### src/rtl/detrend_pkg.sv
package detrend_pkg;

  typedef enum logic [2:0] {
    PH_IDLE,
    PH_MEAN,
    PH_COV,
    PH_SLOPE,
    PH_ICPT,
    PH_EMIT
  } phase_t;

  // doubled, centred position of pixel i: 2i-(n-1)
  function automatic int pos_dev(input int i, input int n);
    return 2 * i - (n - 1);
  endfunction

  // sum of squared doubled deviations, four times the position variance
  function automatic longint pos_var4(input int n);
    longint acc;
    acc = 0;
    for (int i = 0; i < n; i++) acc += longint'(pos_dev(i, n)) * longint'(pos_dev(i, n));
    return acc;
  endfunction

endpackage

### src/rtl/detrend_load.sv
module detrend_load #(
  parameter int NPIX  = 16,
  parameter int PIX_W = 12,
  parameter int SCALE = 4,
  parameter int SP_W  = 16,
  parameter int SUM_W = 21,
  parameter int IDX_W = 4
) (
  input  logic                    clk,
  input  logic                    rst_n,
  input  logic                    pix_vld,
  input  logic                    pix_sof,
  input  logic signed [PIX_W-1:0] pix_data,
  output logic                    in_ready,
  output logic                    hand_vld,
  output logic                    hand_bank,
  output logic signed [SUM_W-1:0] hand_sum,
  input  logic                    take,
  input  logic                    rd_bank,
  input  logic [IDX_W-1:0]        rd_idx,
  output logic signed [SP_W-1:0]  rd_data
);

  localparam logic [IDX_W-1:0] LAST_IDX = IDX_W'(NPIX - 1);

  logic signed [SP_W-1:0] mem [2][NPIX];

  logic                    wr_bank, wr_bank_n;
  logic                    held, held_n;
  logic [IDX_W-1:0]        cnt, cnt_n;
  logic signed [SUM_W-1:0] sum, sum_n;
  logic                    accept;
  logic [IDX_W-1:0]        widx;
  logic signed [SP_W-1:0]  p_scaled;

  assign accept   = pix_vld & ~held;
  assign widx     = pix_sof ? '0 : cnt;
  assign p_scaled = SP_W'(pix_data) <<< SCALE;

  always_comb begin
    wr_bank_n = wr_bank;
    held_n    = held;
    cnt_n     = cnt;
    sum_n     = sum;
    if (accept) begin
      sum_n = (widx == '0) ? SUM_W'(p_scaled) : sum + SUM_W'(p_scaled);
      if (widx == LAST_IDX) begin
        cnt_n  = '0;
        held_n = 1'b1;
      end else begin
        cnt_n = widx + IDX_W'(1);
      end
    end
    if (take) begin
      held_n    = 1'b0;
      wr_bank_n = ~wr_bank;
    end
  end

  always_ff @(posedge clk or negedge rst_n) begin
    if (!rst_n) begin
      wr_bank <= 1'b0;
      held    <= 1'b0;
      cnt     <= '0;
      sum     <= '0;
    end else begin
      wr_bank <= wr_bank_n;
      held    <= held_n;
      cnt     <= cnt_n;
      sum     <= sum_n;
    end
  end

  always_ff @(posedge clk) begin
    if (accept) mem[wr_bank][widx] <= p_scaled;
  end

  assign rd_data   = mem[rd_bank][rd_idx];
  assign in_ready  = ~held;
  assign hand_vld  = held;
  assign hand_bank = wr_bank;
  assign hand_sum  = sum;

endmodule

### src/rtl/detrend_fit.sv
module detrend_fit
  import detrend_pkg::*;
#(
  parameter int     NPIX    = 16,
  parameter int     SP_W    = 16,
  parameter int     SUM_W   = 21,
  parameter int     IDX_W   = 4,
  parameter int     CV_W    = 32,
  parameter int     SL_W    = 18,
  parameter int     IC_W    = 20,
  parameter int     FRAC    = 24,
  parameter longint RECIP_M = 1048576,
  parameter longint RECIP_V = 24672
) (
  input  logic                    clk,
  input  logic                    rst_n,
  input  logic                    start,
  input  logic                    start_bank,
  input  logic signed [SUM_W-1:0] start_sum,
  input  logic signed [SP_W-1:0]  rd_data,
  output logic                    rd_bank,
  output logic [IDX_W-1:0]        rd_idx,
  output logic                    busy,
  output logic                    emit_en,
  output logic [IDX_W-1:0]        emit_idx,
  output logic signed [SP_W-1:0]  ybar,
  output logic signed [SL_W-1:0]  slope,
  output logic signed [IC_W-1:0]  icpt
);

  localparam logic [IDX_W-1:0] LAST_IDX = IDX_W'(NPIX - 1);

  phase_t                  phase, phase_n;
  logic                    bank, bank_n;
  logic signed [SUM_W-1:0] sum, sum_n;
  logic [IDX_W-1:0]        idx, idx_n;
  logic signed [SP_W-1:0]  ybar_n;
  logic signed [CV_W-1:0]  covar, covar_n;
  logic signed [SL_W-1:0]  slope_n;
  logic signed [IC_W-1:0]  icpt_n;
  logic signed [63:0]      dpos, prod;

  always_comb begin
    phase_n = phase;
    bank_n  = bank;
    sum_n   = sum;
    idx_n   = idx;
    ybar_n  = ybar;
    covar_n = covar;
    slope_n = slope;
    icpt_n  = icpt;
    dpos    = 64'(pos_dev(int'(idx), NPIX));
    prod    = '0;
    unique case (phase)
      PH_IDLE: if (start) begin
        bank_n  = start_bank;
        sum_n   = start_sum;
        phase_n = PH_MEAN;
      end
      PH_MEAN: begin
        prod    = 64'(sum) * RECIP_M;
        ybar_n  = SP_W'(prod >>> FRAC);
        covar_n = '0;
        idx_n   = '0;
        phase_n = PH_COV;
      end
      PH_COV: begin
        prod    = dpos * (64'(rd_data) - 64'(ybar));
        covar_n = covar + CV_W'(prod);
        if (idx == LAST_IDX) begin
          idx_n   = '0;
          phase_n = PH_SLOPE;
        end else begin
          idx_n = idx + IDX_W'(1);
        end
      end
      PH_SLOPE: begin
        prod    = 64'(covar) * RECIP_V;
        slope_n = SL_W'(prod >>> FRAC);
        phase_n = PH_ICPT;
      end
      PH_ICPT: begin
        prod    = 2 * 64'(ybar) - 64'(slope) * 64'(NPIX - 1);
        icpt_n  = IC_W'(prod >>> 1);
        idx_n   = '0;
        phase_n = PH_EMIT;
      end
      PH_EMIT: begin
        if (idx == LAST_IDX) begin
          idx_n   = '0;
          phase_n = PH_IDLE;
        end else begin
          idx_n = idx + IDX_W'(1);
        end
      end
      default: phase_n = PH_IDLE;
    endcase
  end

  always_ff @(posedge clk or negedge rst_n) begin
    if (!rst_n) begin
      phase <= PH_IDLE;
      bank  <= 1'b0;
      sum   <= '0;
      idx   <= '0;
      ybar  <= '0;
      covar <= '0;
      slope <= '0;
      icpt  <= '0;
    end else begin
      phase <= phase_n;
      bank  <= bank_n;
      sum   <= sum_n;
      idx   <= idx_n;
      ybar  <= ybar_n;
      covar <= covar_n;
      slope <= slope_n;
      icpt  <= icpt_n;
    end
  end

  assign busy     = (phase != PH_IDLE);
  assign emit_en  = (phase == PH_EMIT);
  assign emit_idx = idx;
  assign rd_idx   = idx;
  assign rd_bank  = bank;

endmodule

### src/rtl/detrend_emit.sv
module detrend_emit
  import detrend_pkg::*;
#(
  parameter int NPIX  = 16,
  parameter int SP_W  = 16,
  parameter int IDX_W = 4,
  parameter int SL_W  = 18,
  parameter int OUT_W = 20
) (
  input  logic                    clk,
  input  logic                    rst_n,
  input  logic                    en,
  input  logic [IDX_W-1:0]        idx,
  input  logic signed [SP_W-1:0]  pix,
  input  logic signed [SP_W-1:0]  ybar,
  input  logic signed [SL_W-1:0]  slope,
  output logic                    out_vld,
  output logic [IDX_W-1:0]        out_idx,
  output logic                    out_last,
  output logic signed [OUT_W-1:0] out_pix
);

  logic                    vld_n, last_n;
  logic [IDX_W-1:0]        idx_n;
  logic signed [OUT_W-1:0] pix_n;
  logic signed [63:0]      resid2;

  always_comb begin
    resid2 = 2 * 64'(pix) - 2 * 64'(ybar)
           - 64'(slope) * 64'(pos_dev(int'(idx), NPIX));
    vld_n  = en;
    idx_n  = en ? idx : out_idx;
    last_n = en && (idx == IDX_W'(NPIX - 1));
    pix_n  = en ? OUT_W'(resid2 >>> 1) : out_pix;
  end

  always_ff @(posedge clk or negedge rst_n) begin
    if (!rst_n) begin
      out_vld  <= 1'b0;
      out_idx  <= '0;
      out_last <= 1'b0;
      out_pix  <= '0;
    end else begin
      out_vld  <= vld_n;
      out_idx  <= idx_n;
      out_last <= last_n;
      out_pix  <= pix_n;
    end
  end

endmodule

### src/rtl/detrend_lsq.sv
module detrend_lsq
  import detrend_pkg::*;
#(
  parameter int NPIX  = 16,
  parameter int PIX_W = 12,
  parameter int SCALE = 4,
  parameter int FRAC  = 24,
  localparam int SP_W  = PIX_W + SCALE,
  localparam int IDX_W = $clog2(NPIX),
  localparam int SL_W  = SP_W + 2,
  localparam int IC_W  = SP_W + 4,
  localparam int OUT_W = SP_W + 4
) (
  input  logic                    clk,
  input  logic                    rst_n,
  input  logic                    pix_vld,
  input  logic                    pix_sof,
  input  logic signed [PIX_W-1:0] pix_data,
  output logic                    in_ready,
  output logic                    out_vld,
  output logic [IDX_W-1:0]        out_idx,
  output logic                    out_last,
  output logic signed [OUT_W-1:0] out_pix,
  output logic signed [SL_W-1:0]  coef_slope,
  output logic signed [IC_W-1:0]  coef_icpt
);

  localparam int     SUM_W   = SP_W + IDX_W + 1;
  localparam int     CV_W    = SP_W + 2 * IDX_W + 4;
  localparam longint RECIP_M = ((longint'(1) <<< FRAC) + longint'(NPIX / 2)) / longint'(NPIX);
  localparam longint RECIP_V = (longint'(1) <<< (FRAC + 1)) / pos_var4(NPIX);

  logic                    hand_vld, hand_bank, take, busy;
  logic signed [SUM_W-1:0] hand_sum;
  logic                    rd_bank;
  logic [IDX_W-1:0]        rd_idx, emit_idx;
  logic signed [SP_W-1:0]  rd_data, ybar;
  logic                    emit_en;

  assign take = hand_vld & ~busy;

  detrend_load #(
    .NPIX(NPIX), .PIX_W(PIX_W), .SCALE(SCALE),
    .SP_W(SP_W), .SUM_W(SUM_W), .IDX_W(IDX_W)
  ) u_load (
    .clk(clk), .rst_n(rst_n),
    .pix_vld(pix_vld), .pix_sof(pix_sof), .pix_data(pix_data),
    .in_ready(in_ready),
    .hand_vld(hand_vld), .hand_bank(hand_bank), .hand_sum(hand_sum),
    .take(take), .rd_bank(rd_bank), .rd_idx(rd_idx), .rd_data(rd_data)
  );

  detrend_fit #(
    .NPIX(NPIX), .SP_W(SP_W), .SUM_W(SUM_W), .IDX_W(IDX_W), .CV_W(CV_W),
    .SL_W(SL_W), .IC_W(IC_W), .FRAC(FRAC),
    .RECIP_M(RECIP_M), .RECIP_V(RECIP_V)
  ) u_fit (
    .clk(clk), .rst_n(rst_n),
    .start(take), .start_bank(hand_bank), .start_sum(hand_sum),
    .rd_data(rd_data), .rd_bank(rd_bank), .rd_idx(rd_idx),
    .busy(busy), .emit_en(emit_en), .emit_idx(emit_idx),
    .ybar(ybar), .slope(coef_slope), .icpt(coef_icpt)
  );

  detrend_emit #(
    .NPIX(NPIX), .SP_W(SP_W), .IDX_W(IDX_W), .SL_W(SL_W), .OUT_W(OUT_W)
  ) u_emit (
    .clk(clk), .rst_n(rst_n),
    .en(emit_en), .idx(emit_idx), .pix(rd_data),
    .ybar(ybar), .slope(coef_slope),
    .out_vld(out_vld), .out_idx(out_idx), .out_last(out_last), .out_pix(out_pix)
  );

endmodule

### config.mk
export PLATFORM = sky130hd
export DESIGN_NAME = detrend_lsq
export DESIGN_NICKNAME = d
export VERILOG_FILES = /design/src/rtl/detrend_pkg.sv /design/src/rtl/detrend_load.sv /design/src/rtl/detrend_fit.sv /design/src/rtl/detrend_emit.sv /design/src/rtl/detrend_lsq.sv
export SDC_FILE = /design/constraint.sdc
export NUM_CORES = 2
export LEC_CHECK = 0
export ABC_AREA = 0
export BUFFER_PORTS_ARGS = -buffer_cell sky130_fd_sc_hd__buf_2
export CORE_MARGIN = 3
export CORE_UTILIZATION = 55
export DETAILED_ROUTE_END_ITERATION = 6
export GPL_ROUTABILITY_DRIVEN = 1
export PLACE_DENSITY = 0.8
export SLEW_MARGIN = 20
export SYNTH_ARGS = -nofsm -noshare
export SYNTH_HDL_FRONTEND = slang
export SYNTH_HIERARCHICAL = 1
export SYNTH_SLANG_ARGS = --single-unit
### constraint.sdc
create_clock -name clk -period 9.21 [get_ports clk]
set_input_delay 1.842 -clock clk [delete_from_list [all_inputs] [get_ports clk]]
set_output_delay 1.842 -clock clk [all_outputs]
set_load 0.05 [all_outputs]
==> summary.md <==
| Metric | Value |
|---|---|
| Delay-heaviest family, CP | `adder cells` |
| Syn Area/Cell | `12.2 µm²` |
| Setup violations, final | `0` |
| Top fanout value on the critical path | `32` |
| Max Slew Vio Count | `0` |
| Final hold vios | `0` |
| Vias in the first global route | `25200` |
| Post-cts sizing count | `0` |
| Routed wire length per instance | `22.1 µm` |
| Layout fillers | `5021` |
| H-tree levels | `2` |
| Postcts setup bufs | `0` |
| Synth warn | `6` |
| Worst reg2reg setup slack | `600 ps` |
| # DRC | `0` |
| Slowest stage delay, CP | `750 ps` |
| Period utilisation layout | `0.935` |
| Buf/Inv on CP | `6` |
| Total Routed Length | `90900 µm` |
| CTS tree | `done` |
| Hold Path Class | `reg2reg` |
| TNS Setup | `0 ps` |
| Relative slew slack | `0.334` |
| Via density | `5.99` |
| Initial drt markers | `2135` |
| Initial antenna violation count | `1` |
| CTS Buffer Depth | `3` |
| Critical Path RT | `9650 ps` |
| Worst-Skew Late Latency | `640 ps` |
| CP Class | `reg2reg` |
| Max frequency | `116 MHz` |
| Largest net degree at the start of global routing | `75` |
| Setup repair after global routing missed its margin | `false` |
| Die area | `71800 µm²` |
| Router iterations before antenna repair | `5` |
| Io pins | `81` |
| Crit. End Element | `flop` |
| Synth-to-Final Area Change | `9.26%` |
| Final min period | `8610 ps` |
| Routability Congestion | `0.904` |
| Starting Density | `0.558` |
| Std-Cell Rows | `95` |
| Remaining global-route overflow | `0` |
| Setup ws final | `601 ps` |
| Worst-Margin Slew | `992 ps` |
| Status | `complete, no violations` |
| Mapped Cells | `3091` |
| Startpoint types | `flop` |
| Core Footprint | `67600 µm²` |
| Mapped Area | `37700 µm²` |
| DIE HEIGHT | `268 µm` |
| Clock Skews | `64.0 ps` |
| Antenna Nets Post-Route | `0` |
| Layout Cells excl Fill | `4111` |
| Worst-path clk slew | `60 ps` |
| Sink Count | `538` |
| # hold bufs at CTS | `0` |
| PortBufs | `80` |
| Crit-path slowest cell | `dfrtp_4` |
| HPWL after DPL | `63800 µm` |
| Layout cells sized above 1 | `0.139` |
| CTS Buf Count | `56` |
| Worst Path Arrival | `9050 ps` |
| Die X | `268 µm` |
| Routed vias | `24600` |
| Placed Cells incl. Taps | `4002` |
| Pre-CTS setup slack | `790 ps` |
| # Max-Cap Violations | `0` |
| First-pass GRT wire length | `143000 µm` |
| Final nets | `3804` |
| Clock root cell | `clkbuf_16` |
| GRT Util Overall | `0.258` |
==> cell usage in the layout, fill, tap and decap left out, types with 79 or more instances in the layout <==
cell      instances
nor2_1          150
buf_2            79
o21ai_0         141
ha_1            327
edfxtp_1        384
a21oi_1         120
dfrtp_1         149
inv_1           404
xnor2_1          80
mux4_2          120
fa_1            274
nand2_1         201
==> sequential cells by signal, indices dropped and copies added (netlist names), 3 cells and up <==
register and flops:
u_fit/covar 28, u_fit/slope 18, u_fit/ybar 16, u_load/mem 384
u_fit/icpt 20, u_load/cnt 4, u_load/hand_sum 16, u_fit/sum 16
u_emit/out_idx 4, u_fit/emit_idx 4, u_fit/phase 3, u_emit/out_pix 20
==> per-layer routing <==
| metal | GRT usage | vias up | wire length, µm |
|---|---|---|---|
| met5 | 0 | - | 0 |
| met4 | 0.0912 | 0 | 3070 |
| met2 | 0.428 | 1114 | 43500 |
| met1 | 0.344 | 12300 | 36600 |
| met3 | 0.0489 | 191 | 7790 |
| li1 | - | 11000 | - |
==> through the flow <==
stage / area [µm²] / utilization / hold WS, ps
2_1_floorplan: 37800 / - / 446
3_3_place_gp: 39300 / 0.581 / 461
3_5_place_dp: 39300 / 0.581 / 471
4_1_cts: 41200 / 0.610 / 485
5_1_grt: 41200 / 0.610 / 506
6_report: 41200 / 0.610 / 479
==> final timing paths <==
kind                                          startpoint                            end  cells past startpoint
setup reg to reg           u_fit/emit_idx[0]$_DFFE_PN0P_    u_fit/covar[26]$_DFFE_PN0P_                     29
hold reg to reg               u_fit/icpt[17]$_DFFE_PN0P_     u_fit/icpt[17]$_DFFE_PN0P_                      2
hold / removal                u_fit/icpt[17]$_DFFE_PN0P_     u_fit/icpt[17]$_DFFE_PN0P_                      2
min in group asynchronous                          rst_n    u_fit/slope[12]$_DFFE_PN0N_                      1
setup / recovery           u_fit/emit_idx[0]$_DFFE_PN0P_    u_fit/covar[26]$_DFFE_PN0P_                     29
max in group asynchronous                          rst_n  u_fit/emit_idx[3]$_DFFE_PN0P_                      2
==> worst register-to-register path: cells and delay by family (launching register included) <==
family / cells / cell delay, ps
AO/OA/AOI/OAI: 11 / 1960
buffers and inverters: 6 / 890
AND/OR/NAND/NOR: 2 / 470
multiplexers: 4 / 1440
flip-flops: 1 / 750
adder cells (fa/ha/maj): 6 / 2880
==> cell type report <==
class	count	area, µm²	share of cell area
multi-input combinational	2045	20400	0.494
sequential	538	15400	0.373
clock buffer	67	1500	0.0365
clock inverter	39	435	0.0106
timing repair buffer	142	910	0.0221
tap	873	1090	0.0265
antenna	3	7.51	0.000182
inverter	404	1520	0.0368
Power is not shown: default switching activity piles up to over one toggle a cycle in this logic, so the estimate is an artifact.
